**src/rtl/i2c_ptr_pkg.sv**
```systemverilog
package i2c_ptr_pkg;

    typedef enum logic [3:0] {
        ST_IDLE,
        ST_ADDR,
        ST_ADDR_ACK,
        ST_RX_PTR,
        ST_PTR_ACK,
        ST_RX_DATA,
        ST_DATA_ACK,
        ST_TX_DATA,
        ST_TX_ACKCHK,
        ST_WAIT
    } slv_state_t;

endpackage

```
**src/rtl/i2c_line_cond.sv**
```systemverilog
module i2c_line_cond #(
    parameter int SYNC_STAGES = 2
) (
    input  logic clk,
    input  logic rst_n,
    input  logic scl_i,
    input  logic sda_i,
    output logic scl_s,
    output logic sda_s,
    output logic scl_rise,
    output logic scl_fall,
    output logic start_ev,
    output logic stop_ev
);

    logic [SYNC_STAGES-1:0] scl_chain;
    logic [SYNC_STAGES-1:0] sda_chain;
    logic                   scl_q;
    logic                   sda_q;

    generate
        if (SYNC_STAGES > 1) begin : g_multi
            always_ff @(posedge clk) begin
                if (!rst_n) begin
                    scl_chain <= '1;
                    sda_chain <= '1;
                end else begin
                    scl_chain <= {scl_chain[SYNC_STAGES-2:0], scl_i};
                    sda_chain <= {sda_chain[SYNC_STAGES-2:0], sda_i};
                end
            end
        end else begin : g_single
            always_ff @(posedge clk) begin
                if (!rst_n) begin
                    scl_chain <= '1;
                    sda_chain <= '1;
                end else begin
                    scl_chain <= scl_i;
                    sda_chain <= sda_i;
                end
            end
        end
    endgenerate

    assign scl_s = scl_chain[SYNC_STAGES-1];
    assign sda_s = sda_chain[SYNC_STAGES-1];

    always_ff @(posedge clk) begin
        if (!rst_n) begin
            scl_q <= 1'b1;
            sda_q <= 1'b1;
        end else begin
            scl_q <= scl_s;
            sda_q <= sda_s;
        end
    end

    // A Start or a Stop is an SDA edge seen while SCL stays high.
    assign scl_rise = scl_s & ~scl_q;
    assign scl_fall = ~scl_s & scl_q;
    assign start_ev = scl_s & scl_q & sda_q & ~sda_s;
    assign stop_ev  = scl_s & scl_q & ~sda_q & sda_s;

endmodule

```
**src/rtl/i2c_byte_store.sv**
```systemverilog
module i2c_byte_store #(
    parameter int PTR_W  = 5,
    parameter int DATA_W = 8
) (
    input  logic              clk,
    input  logic              rst_n,
    input  logic              we,
    input  logic [PTR_W-1:0]  waddr,
    input  logic [DATA_W-1:0] wdata,
    input  logic [PTR_W-1:0]  bus_raddr,
    output logic [DATA_W-1:0] bus_rdata,
    input  logic [PTR_W-1:0]  loc_raddr,
    output logic [DATA_W-1:0] loc_rdata
);

    localparam int DEPTH = 1 << PTR_W;

    logic [DATA_W-1:0] cells [DEPTH];

    always_ff @(posedge clk) begin
        if (!rst_n) begin
            for (int i = 0; i < DEPTH; i++) cells[i] <= '0;
        end else if (we) begin
            cells[waddr] <= wdata;
        end
    end

    // The bus side reads without a register, because a byte must be ready
    // on the same SCL fall that starts sending it.
    assign bus_rdata = cells[bus_raddr];

    // The local port is registered, so it sees the contents from before
    // any write made on the same clock.
    always_ff @(posedge clk) begin
        if (!rst_n) loc_rdata <= '0;
        else        loc_rdata <= cells[loc_raddr];
    end

endmodule

```
**src/rtl/i2c_ptr_slave.sv**
```systemverilog
module i2c_ptr_slave
    import i2c_ptr_pkg::*;
#(
    parameter int ADDR_W      = 7,
    parameter int PTR_W       = 5,
    parameter int SYNC_STAGES = 2
) (
    input  logic              clk,
    input  logic              rst_n,
    input  logic              scl_i,
    input  logic              sda_i,
    output logic              sda_drive_low,
    input  logic [ADDR_W-1:0] own_addr,
    input  logic [PTR_W-1:0]  loc_rd_addr,
    output logic [7:0]        loc_rd_data,
    output logic              busy,
    output logic              dir_read
);

    localparam int BYTE_W = ADDR_W + 1;
    localparam int CNT_W  = $clog2(BYTE_W + 1);

    slv_state_t        state, nxt;
    logic              scl_s, sda_s, scl_rise, scl_fall, start_ev, stop_ev;
    logic [BYTE_W-1:0] rx_sh;
    logic [BYTE_W-1:0] tx_sh;
    logic [CNT_W-1:0]  bit_cnt;
    logic [PTR_W-1:0]  base_ptr;
    logic [PTR_W-1:0]  cur_ptr;
    logic              busy_q, dir_q, mack_q;
    logic              buf_we;
    logic [7:0]        bus_rdata;
    logic              byte_done, tx_last, addr_hit, rx_state, ack_state;

    i2c_line_cond #(.SYNC_STAGES(SYNC_STAGES)) u_line (
        .clk      (clk),
        .rst_n    (rst_n),
        .scl_i    (scl_i),
        .sda_i    (sda_i),
        .scl_s    (scl_s),
        .sda_s    (sda_s),
        .scl_rise (scl_rise),
        .scl_fall (scl_fall),
        .start_ev (start_ev),
        .stop_ev  (stop_ev)
    );

    i2c_byte_store #(.PTR_W(PTR_W), .DATA_W(8)) u_store (
        .clk       (clk),
        .rst_n     (rst_n),
        .we        (buf_we),
        .waddr     (cur_ptr),
        .wdata     (rx_sh[7:0]),
        .bus_raddr (cur_ptr),
        .bus_rdata (bus_rdata),
        .loc_raddr (loc_rd_addr),
        .loc_rdata (loc_rd_data)
    );

    assign byte_done = (bit_cnt == CNT_W'(BYTE_W));
    assign tx_last   = (bit_cnt == CNT_W'(BYTE_W - 1));
    assign addr_hit  = (rx_sh[BYTE_W-1:1] == own_addr);
    assign rx_state  = (state == ST_ADDR) || (state == ST_RX_PTR) || (state == ST_RX_DATA);
    assign ack_state = (state == ST_ADDR_ACK) || (state == ST_PTR_ACK) ||
                       (state == ST_DATA_ACK) || (state == ST_TX_ACKCHK);
    assign buf_we    = (state == ST_RX_DATA) && scl_fall && byte_done;

    // State register
    always_ff @(posedge clk) begin
        if (!rst_n) state <= ST_IDLE;
        else        state <= nxt;
    end

    // Next-state logic
    always_comb begin
        nxt = state;
        if (stop_ev) begin
            nxt = ST_IDLE;
        end else if (start_ev) begin
            nxt = ST_ADDR;
        end else begin
            unique case (state)
                ST_IDLE:      nxt = ST_IDLE;
                ST_ADDR:      if (scl_fall && byte_done) nxt = addr_hit ? ST_ADDR_ACK : ST_WAIT;
                ST_ADDR_ACK:  if (scl_fall) nxt = dir_q ? ST_TX_DATA : ST_RX_PTR;
                ST_RX_PTR:    if (scl_fall && byte_done) nxt = ST_PTR_ACK;
                ST_PTR_ACK:   if (scl_fall) nxt = ST_RX_DATA;
                ST_RX_DATA:   if (scl_fall && byte_done) nxt = ST_DATA_ACK;
                ST_DATA_ACK:  if (scl_fall) nxt = ST_RX_DATA;
                ST_TX_DATA:   if (scl_fall && tx_last) nxt = ST_TX_ACKCHK;
                ST_TX_ACKCHK: if (scl_fall) nxt = mack_q ? ST_TX_DATA : ST_WAIT;
                ST_WAIT:      nxt = ST_WAIT;
                default:      nxt = ST_IDLE;
            endcase
        end
    end

    // Datapath: shifters, bit counter, pointers and status flags
    always_ff @(posedge clk) begin
        if (!rst_n) begin
            rx_sh    <= '0;
            tx_sh    <= '1;
            bit_cnt  <= '0;
            base_ptr <= '0;
            cur_ptr  <= '0;
            busy_q   <= 1'b0;
            dir_q    <= 1'b0;
            mack_q   <= 1'b0;
        end else if (stop_ev) begin
            busy_q  <= 1'b0;
            bit_cnt <= '0;
        end else if (start_ev) begin
            bit_cnt <= '0;
        end else begin
            if (rx_state && scl_rise) begin
                rx_sh   <= {rx_sh[BYTE_W-2:0], sda_s};
                bit_cnt <= bit_cnt + 1'b1;
            end
            if (state == ST_TX_ACKCHK && scl_rise) begin
                mack_q <= ~sda_s;
            end
            if (scl_fall) begin
                if (ack_state) bit_cnt <= '0;
                unique case (state)
                    ST_ADDR: begin
                        if (byte_done && addr_hit) begin
                            busy_q <= 1'b1;
                            dir_q  <= rx_sh[0];
                            if (rx_sh[0]) cur_ptr <= base_ptr;
                        end
                    end
                    ST_ADDR_ACK: begin
                        if (dir_q) tx_sh <= bus_rdata;
                    end
                    ST_RX_PTR: begin
                        if (byte_done) begin
                            base_ptr <= rx_sh[PTR_W-1:0];
                            cur_ptr  <= rx_sh[PTR_W-1:0];
                        end
                    end
                    ST_RX_DATA: begin
                        if (byte_done) cur_ptr <= cur_ptr + 1'b1;
                    end
                    ST_TX_DATA: begin
                        tx_sh   <= {tx_sh[BYTE_W-2:0], 1'b1};
                        bit_cnt <= bit_cnt + 1'b1;
                        if (tx_last) cur_ptr <= cur_ptr + 1'b1;
                    end
                    ST_TX_ACKCHK: begin
                        if (mack_q) tx_sh <= bus_rdata;
                    end
                    default: ;
                endcase
            end
        end
    end

    // Outputs
    always_comb begin
        sda_drive_low = 1'b0;
        unique case (state)
            ST_ADDR_ACK, ST_PTR_ACK, ST_DATA_ACK: sda_drive_low = 1'b1;
            ST_TX_DATA:                           sda_drive_low = ~tx_sh[BYTE_W-1];
            default:                              sda_drive_low = 1'b0;
        endcase
        busy     = busy_q;
        dir_read = dir_q;
    end

endmodule

```
**config.mk**
```make
export PLATFORM = sky130hd
export DESIGN_NAME = i2c_ptr_slave
export DESIGN_NICKNAME = d
export VERILOG_FILES = /design/src/rtl/i2c_ptr_pkg.sv /design/src/rtl/i2c_line_cond.sv /design/src/rtl/i2c_byte_store.sv /design/src/rtl/i2c_ptr_slave.sv
export SDC_FILE = /design/constraint.sdc
export NUM_CORES = 1
export LEC_CHECK = 0
export ABC_AREA = 1
export BUFFER_PORTS_ARGS = -buffer_cell sky130_fd_sc_hd__buf_2
export CORE_MARGIN = 4
export CORE_UTILIZATION = 30
export CTS_CLUSTER_DIAMETER = 40
export DETAILED_ROUTE_END_ITERATION = 10
export PLACE_DENSITY = 0.5
export SLEW_MARGIN = 25
export SYNTH_ARGS = -nofsm -noshare
export SYNTH_HDL_FRONTEND = slang
export SYNTH_SLANG_ARGS = --single-unit
```
**constraint.sdc**
```tcl
create_clock -name clk -period 4.3 [get_ports clk]
set_clock_uncertainty 0.05 [all_clocks]
set_input_delay 0.43 -clock clk [delete_from_list [all_inputs] [get_ports clk]]
set_output_delay 0.43 -clock clk [all_outputs]
set_load 0.03 [all_outputs]
```
==> flow_summary.html <==
<table>
<tr><th>Metric</th><th>Value</th></tr>
<tr><th colspan="2">Power and ir drop</th></tr>
<tr><td>Total leakage power</td><td>7.56 nW</td></tr>
<tr><td>IR drop worst, VDD</td><td>273 uV</td></tr>
<tr><td>Power per Cell Area</td><td>437 nW/um^2</td></tr>
<tr><td>Post-layout total power</td><td>8.63 mW</td></tr>
<tr><th colspan="2">Yosys</th></tr>
<tr><td>Flip-flop cell with the highest count after synthesis</td><td>sky130_fd_sc_hd__edfxtp_1</td></tr>
<tr><td>Biggest area contributors in the synthesized netlist</td><td>sky130_fd_sc_hd__edfxtp_1, sky130_fd_sc_hd__nand2_1, sky130_fd_sc_hd__nor2_1</td></tr>
<tr><td>Yosys cell types</td><td>28</td></tr>
<tr><td>Synthesized Nets</td><td>2209</td></tr>
<tr><td>Mean post-synth cell area</td><td>roughly 7.7 sq um</td></tr>
<tr><td>Synthesized flop and latch total</td><td>312</td></tr>
<tr><td>Sequential cell area fraction in the yosys report</td><td>52.1%</td></tr>
<tr><td>Most used standard cell by instance count after synthesis</td><td>sky130_fd_sc_hd__nand2_1</td></tr>
<tr><td>Most numerous cell types in the synthesized netlist</td><td>sky130_fd_sc_hd__nand2_1, sky130_fd_sc_hd__nor2_1, sky130_fd_sc_hd__edfxtp_1</td></tr>
<tr><td>Synth Cell Area</td><td>16900 sq um</td></tr>
<tr><td>Synth warn</td><td>0</td></tr>
<tr><td>Biggest area consumer among synthesized cells</td><td>sky130_fd_sc_hd__edfxtp_1</td></tr>
<tr><td>Ys async rst share</td><td>0%</td></tr>
<tr><td>Cell count after synthesis</td><td>2187</td></tr>
<tr><td>Number of synthesized flops with an enable pin</td><td>256</td></tr>
<tr><td>Yosys top cell area share</td><td>a little under half</td></tr>
<tr><th colspan="2">Timing</th></tr>
<tr><td>Worst slew slack as a fraction of its limit</td><td>a little under a quarter</td></tr>
<tr><td>Final count of hold timing violations</td><td>0</td></tr>
<tr><td>Final-report max-slew violation count</td><td>0</td></tr>
<tr><td>Setup slack of the critical path after layout</td><td>1120 ps</td></tr>
<tr><td>Timing-limited maximum frequency</td><td>around 0.31 GHz</td></tr>
<tr><td>Worst-margin pin slew</td><td>1140 ps</td></tr>
<tr><td>Setup repair after global routing missed its margin</td><td>no</td></tr>
<tr><td>Number of failing setup endpoints in the final timing report</td><td>0</td></tr>
<tr><td>Post-route minimum period</td><td>3180 ps</td></tr>
<tr><td>Summed negative setup slack over all endpoints</td><td>0 ps</td></tr>
<tr><td>Post-route clock period utilization</td><td>74.1%</td></tr>
<tr><th colspan="2">Place</th></tr>
<tr><td>Final weighted congestion of routability-driven global placement</td><td>0.871</td></tr>
<tr><td>Count of buffers from port buffering</td><td>26</td></tr>
<tr><td>Detailed Place HPWL</td><td>37900 microns</td></tr>
<tr><td>Minimum setup slack after placement</td><td>1220 ps</td></tr>
<tr><td>Dpl cells</td><td>roughly 2900</td></tr>
<tr><th colspan="2">Clock tree</th></tr>
<tr><td>Buffers inserted during post-CTS setup optimization</td><td>0</td></tr>
<tr><td>Clk Tree Root Cell</td><td>sky130_fd_sc_hd__clkbuf_16</td></tr>
<tr><td>Clock edge transition at the registers on the reported setup and hold paths</td><td>about 60 ps</td></tr>
<tr><td>Clk sinks</td><td>312</td></tr>
<tr><td>Clock insertion delay at the later pin of the skew report</td><td>610 ps</td></tr>
<tr><td>Clock buffer depth</td><td>3</td></tr>
<tr><td>CTS tree</td><td>yes</td></tr>
<tr><td>CTS buffer count</td><td>59</td></tr>
<tr><td>Post-CTS Resized</td><td>0</td></tr>
<tr><td>Maximum level of the CTS H-tree</td><td>2</td></tr>
<tr><th colspan="2">Final layout</th></tr>
<tr><td>Antenna Diode Count</td><td>0</td></tr>
<tr><td>Utilization after layout</td><td>35.6%</td></tr>
<tr><td>Layout cells sized above 1</td><td>under 10%</td></tr>
<tr><td>Net count reported at finish</td><td>2189</td></tr>
<tr><td>Area of the multi-input gates</td><td>6670 sq um</td></tr>
<tr><td>Non-filler cells, final</td><td>2966</td></tr>
<tr><td>Synthesis-to-layout area growth</td><td>16.8%</td></tr>
<tr><td>FF+latch area</td><td>8810 sq um</td></tr>
<tr><td>Fill count</td><td>about 5800</td></tr>
<tr><th colspan="2">Route</th></tr>
<tr><td>TritonRoute pass-1 iters</td><td>5</td></tr>
<tr><td>Iteration-0 DRC count of the detailed router</td><td>1762</td></tr>
<tr><td>Routed len/inst</td><td>between 20 and 25 microns</td></tr>
<tr><td>Remaining DRCs</td><td>0</td></tr>
<tr><td>Vias/cell</td><td>5.07</td></tr>
<tr><td>Total vias in the final route</td><td>15000</td></tr>
<tr><td>Final wirelength</td><td>slightly below 60000 microns</td></tr>
<tr><td>Antenna violation net count after detailed routing</td><td>0</td></tr>
<tr><th colspan="2">Flow run</th></tr>
<tr><td>Max-capacitance violation count</td><td>0</td></tr>
<tr><th colspan="2">Min path</th></tr>
<tr><td>Hold WC Path Type</td><td>input port to flip-flop</td></tr>
<tr><th colspan="2">Critical path</th></tr>
<tr><td>Critical Setup Path Class</td><td>flip-flop to primary output</td></tr>
<tr><td>Critical Path, Cell by Cell</td><td>nand2_1, nor2_1, clkinv_1, o21ai_0, buf_2</td></tr>
<tr><td>Required time of the worst setup path</td><td>3820 ps</td></tr>
<tr><td>Critical path buffer and inverter count</td><td>2</td></tr>
<tr><td>Peak fanout along the critical path</td><td>17</td></tr>
<tr><td>Critical Path Slowest Stage Cell</td><td>sky130_fd_sc_hd__clkinv_1</td></tr>
<tr><td>Startpoint class of the critical path</td><td>flip-flop</td></tr>
<tr><td>Worst path max stage delay</td><td>560 ps</td></tr>
<tr><td>Capturing element type of the critical path</td><td>primary output</td></tr>
<tr><td>Dominant delay contributor by cell family on the critical path</td><td>buffers and inverters</td></tr>
<tr><td>Arrival time at the worst endpoint</td><td>2700 ps</td></tr>
<tr><th colspan="2">Global routing</th></tr>
<tr><td>Pin count of the biggest net entering global routing</td><td>just under 100</td></tr>
<tr><td>First-pass GRT wire length</td><td>89100 microns</td></tr>
<tr><td>Global-route usage over all layers</td><td>19.4%</td></tr>
<tr><td>Total grt overflow</td><td>0</td></tr>
<tr><td>Initial antenna violation count</td><td>0</td></tr>
<tr><td>Via count of the first global-routing pass</td><td>14500</td></tr>
<tr><th colspan="2">Floorplan</th></tr>
<tr><td>I/O Pins</td><td>27</td></tr>
<tr><td>Horizontal extent of the die</td><td>245 microns</td></tr>
<tr><td>Chip height</td><td>245 microns</td></tr>
<tr><td>CORE AREA</td><td>55400 sq um</td></tr>
<tr><td>Initial core utilization</td><td>a little under a third</td></tr>
<tr><td>Number of rows in the core area</td><td>86</td></tr>
<tr><td>Die ar.</td><td>60200 sq um</td></tr>
<tr><th colspan="2">Outcome</th></tr>
<tr><td>Status</td><td>complete, no violations</td></tr>
</table>
[metrics by stage]
step                      instance area, sq um  hold slack, ps
after global routing                     19800             224
final                                    19800             216
after global placement                   17700             348
after floorplan                          16900             343
after detailed placement                 17700             351
after CTS                                19800             194
[power breakdown]
group,leakage [nW],switching [mW],total (mW),internal [mW]
sequential,2.93,0.0780,3.48,3.40
combinational,3.65,0.404,0.555,0.151
clock,0.973,1.70,4.60,2.90
[worst min-delay path, cell delays in order]
cell and delay, ps:
sky130_fd_sc_hd__buf_2 220, sky130_fd_sc_hd__nor2_1 140, sky130_fd_sc_hd__nor2_1 40
[registers in the layout (all words and copies together), names as in the netlist, named ones only]
name               count
busy                   1
u_line.sda_q           1
bit_cnt                4
cur_ptr                5
u_line.sda_chain       2
rx_sh                  8
tx_sh                  8
u_line.scl_chain       2
dir_read               1
u_store.cells        256
state                  4
base_ptr               5
mack_q                 1
u_line.scl_q           1
u_store.loc_rdata      8
[routing by layer]
layer	share of wire [%]	global-route usage (%)
met3	7.1	3.09
met5	0	0
met4	2.7	5.34
met1	44	26.7
met2	47	31.9
[cells in the final DEF, fill, tap and decap left out, types with 2 or more instances in the layout]
cell / n
sky130_fd_sc_hd__nand2_1: 478
sky130_fd_sc_hd__o21ai_1: 2
sky130_fd_sc_hd__a21oi_1: 166
sky130_fd_sc_hd__o21a_1: 2
sky130_fd_sc_hd__nor3_2: 2
sky130_fd_sc_hd__xor2_1: 6
sky130_fd_sc_hd__clkbuf_8: 2
sky130_fd_sc_hd__dlygate4sd3_1: 2
sky130_fd_sc_hd__nor3_1: 10
sky130_fd_sc_hd__buf_12: 4
sky130_fd_sc_hd__inv_6: 10
sky130_fd_sc_hd__bufinv_16: 4
sky130_fd_sc_hd__or2_2: 4
sky130_fd_sc_hd__ha_1: 6
sky130_fd_sc_hd__nor2_2: 4
sky130_fd_sc_hd__o211ai_1: 25
sky130_fd_sc_hd__buf_2: 25
sky130_fd_sc_hd__o21ai_0: 209
sky130_fd_sc_hd__clkinv_2: 9
sky130_fd_sc_hd__nor2_1: 329
sky130_fd_sc_hd__clkinv_1: 12
sky130_fd_sc_hd__xnor2_1: 3
sky130_fd_sc_hd__nand3_1: 244
sky130_fd_sc_hd__dfxtp_1: 54
sky130_fd_sc_hd__o22ai_1: 2
sky130_fd_sc_hd__edfxtp_1: 256
sky130_fd_sc_hd__inv_8: 3
sky130_fd_sc_hd__inv_2: 5
sky130_fd_sc_hd__clkbuf_16: 61
sky130_fd_sc_hd__clkinvlp_4: 7
sky130_fd_sc_hd__clkinv_4: 6
sky130_fd_sc_hd__inv_1: 223
sky130_fd_sc_hd__clkbuf_1: 3
sky130_fd_sc_hd__buf_4: 29
sky130_fd_sc_hd__inv_4: 2
[final cells by class]
type,count,share of cell area (%)
repair buffers,61,2.30
inverters,236,4.48
flip-flops and latches,312,44.6
multi-input cells,1497,33.7
well taps,748,4.74
clock buffers,66,7.92
clock inverters,46,2.20
[cell families after synthesis]
kind of cell / after synthesis / share of synthesized area [%]
compound gates: 409 / 12.6
xor+xnor: 9 / 0.466
fa+ha+maj: 6 / 0.444
buf+inv: 378 / 8.56
flops: 312 / 52.1
simple gates: 1073 / 25.9
[final timing paths]
path / start / endpoint / slack (ps) / depth (start not counted)
max: state[0] / sda_drive_low / 1120 / 5
min: loc_rd_addr[4] / u_store.loc_rdata[1] / 220 / 3
max reg2reg: bit_cnt[0] / u_store.cells[26][4] / 1190 / 11
min reg2reg: u_line.sda_chain[0] / u_line.sda_chain[1] / 360 / 1
[timing repair]
action	4_1_cts	5_1_grt
hold buffers	2	0
endpoints found under the setup margin	0	0
hold endpoints to repair	2	0
No activity file was read; power rests on OpenSTA's default activity.
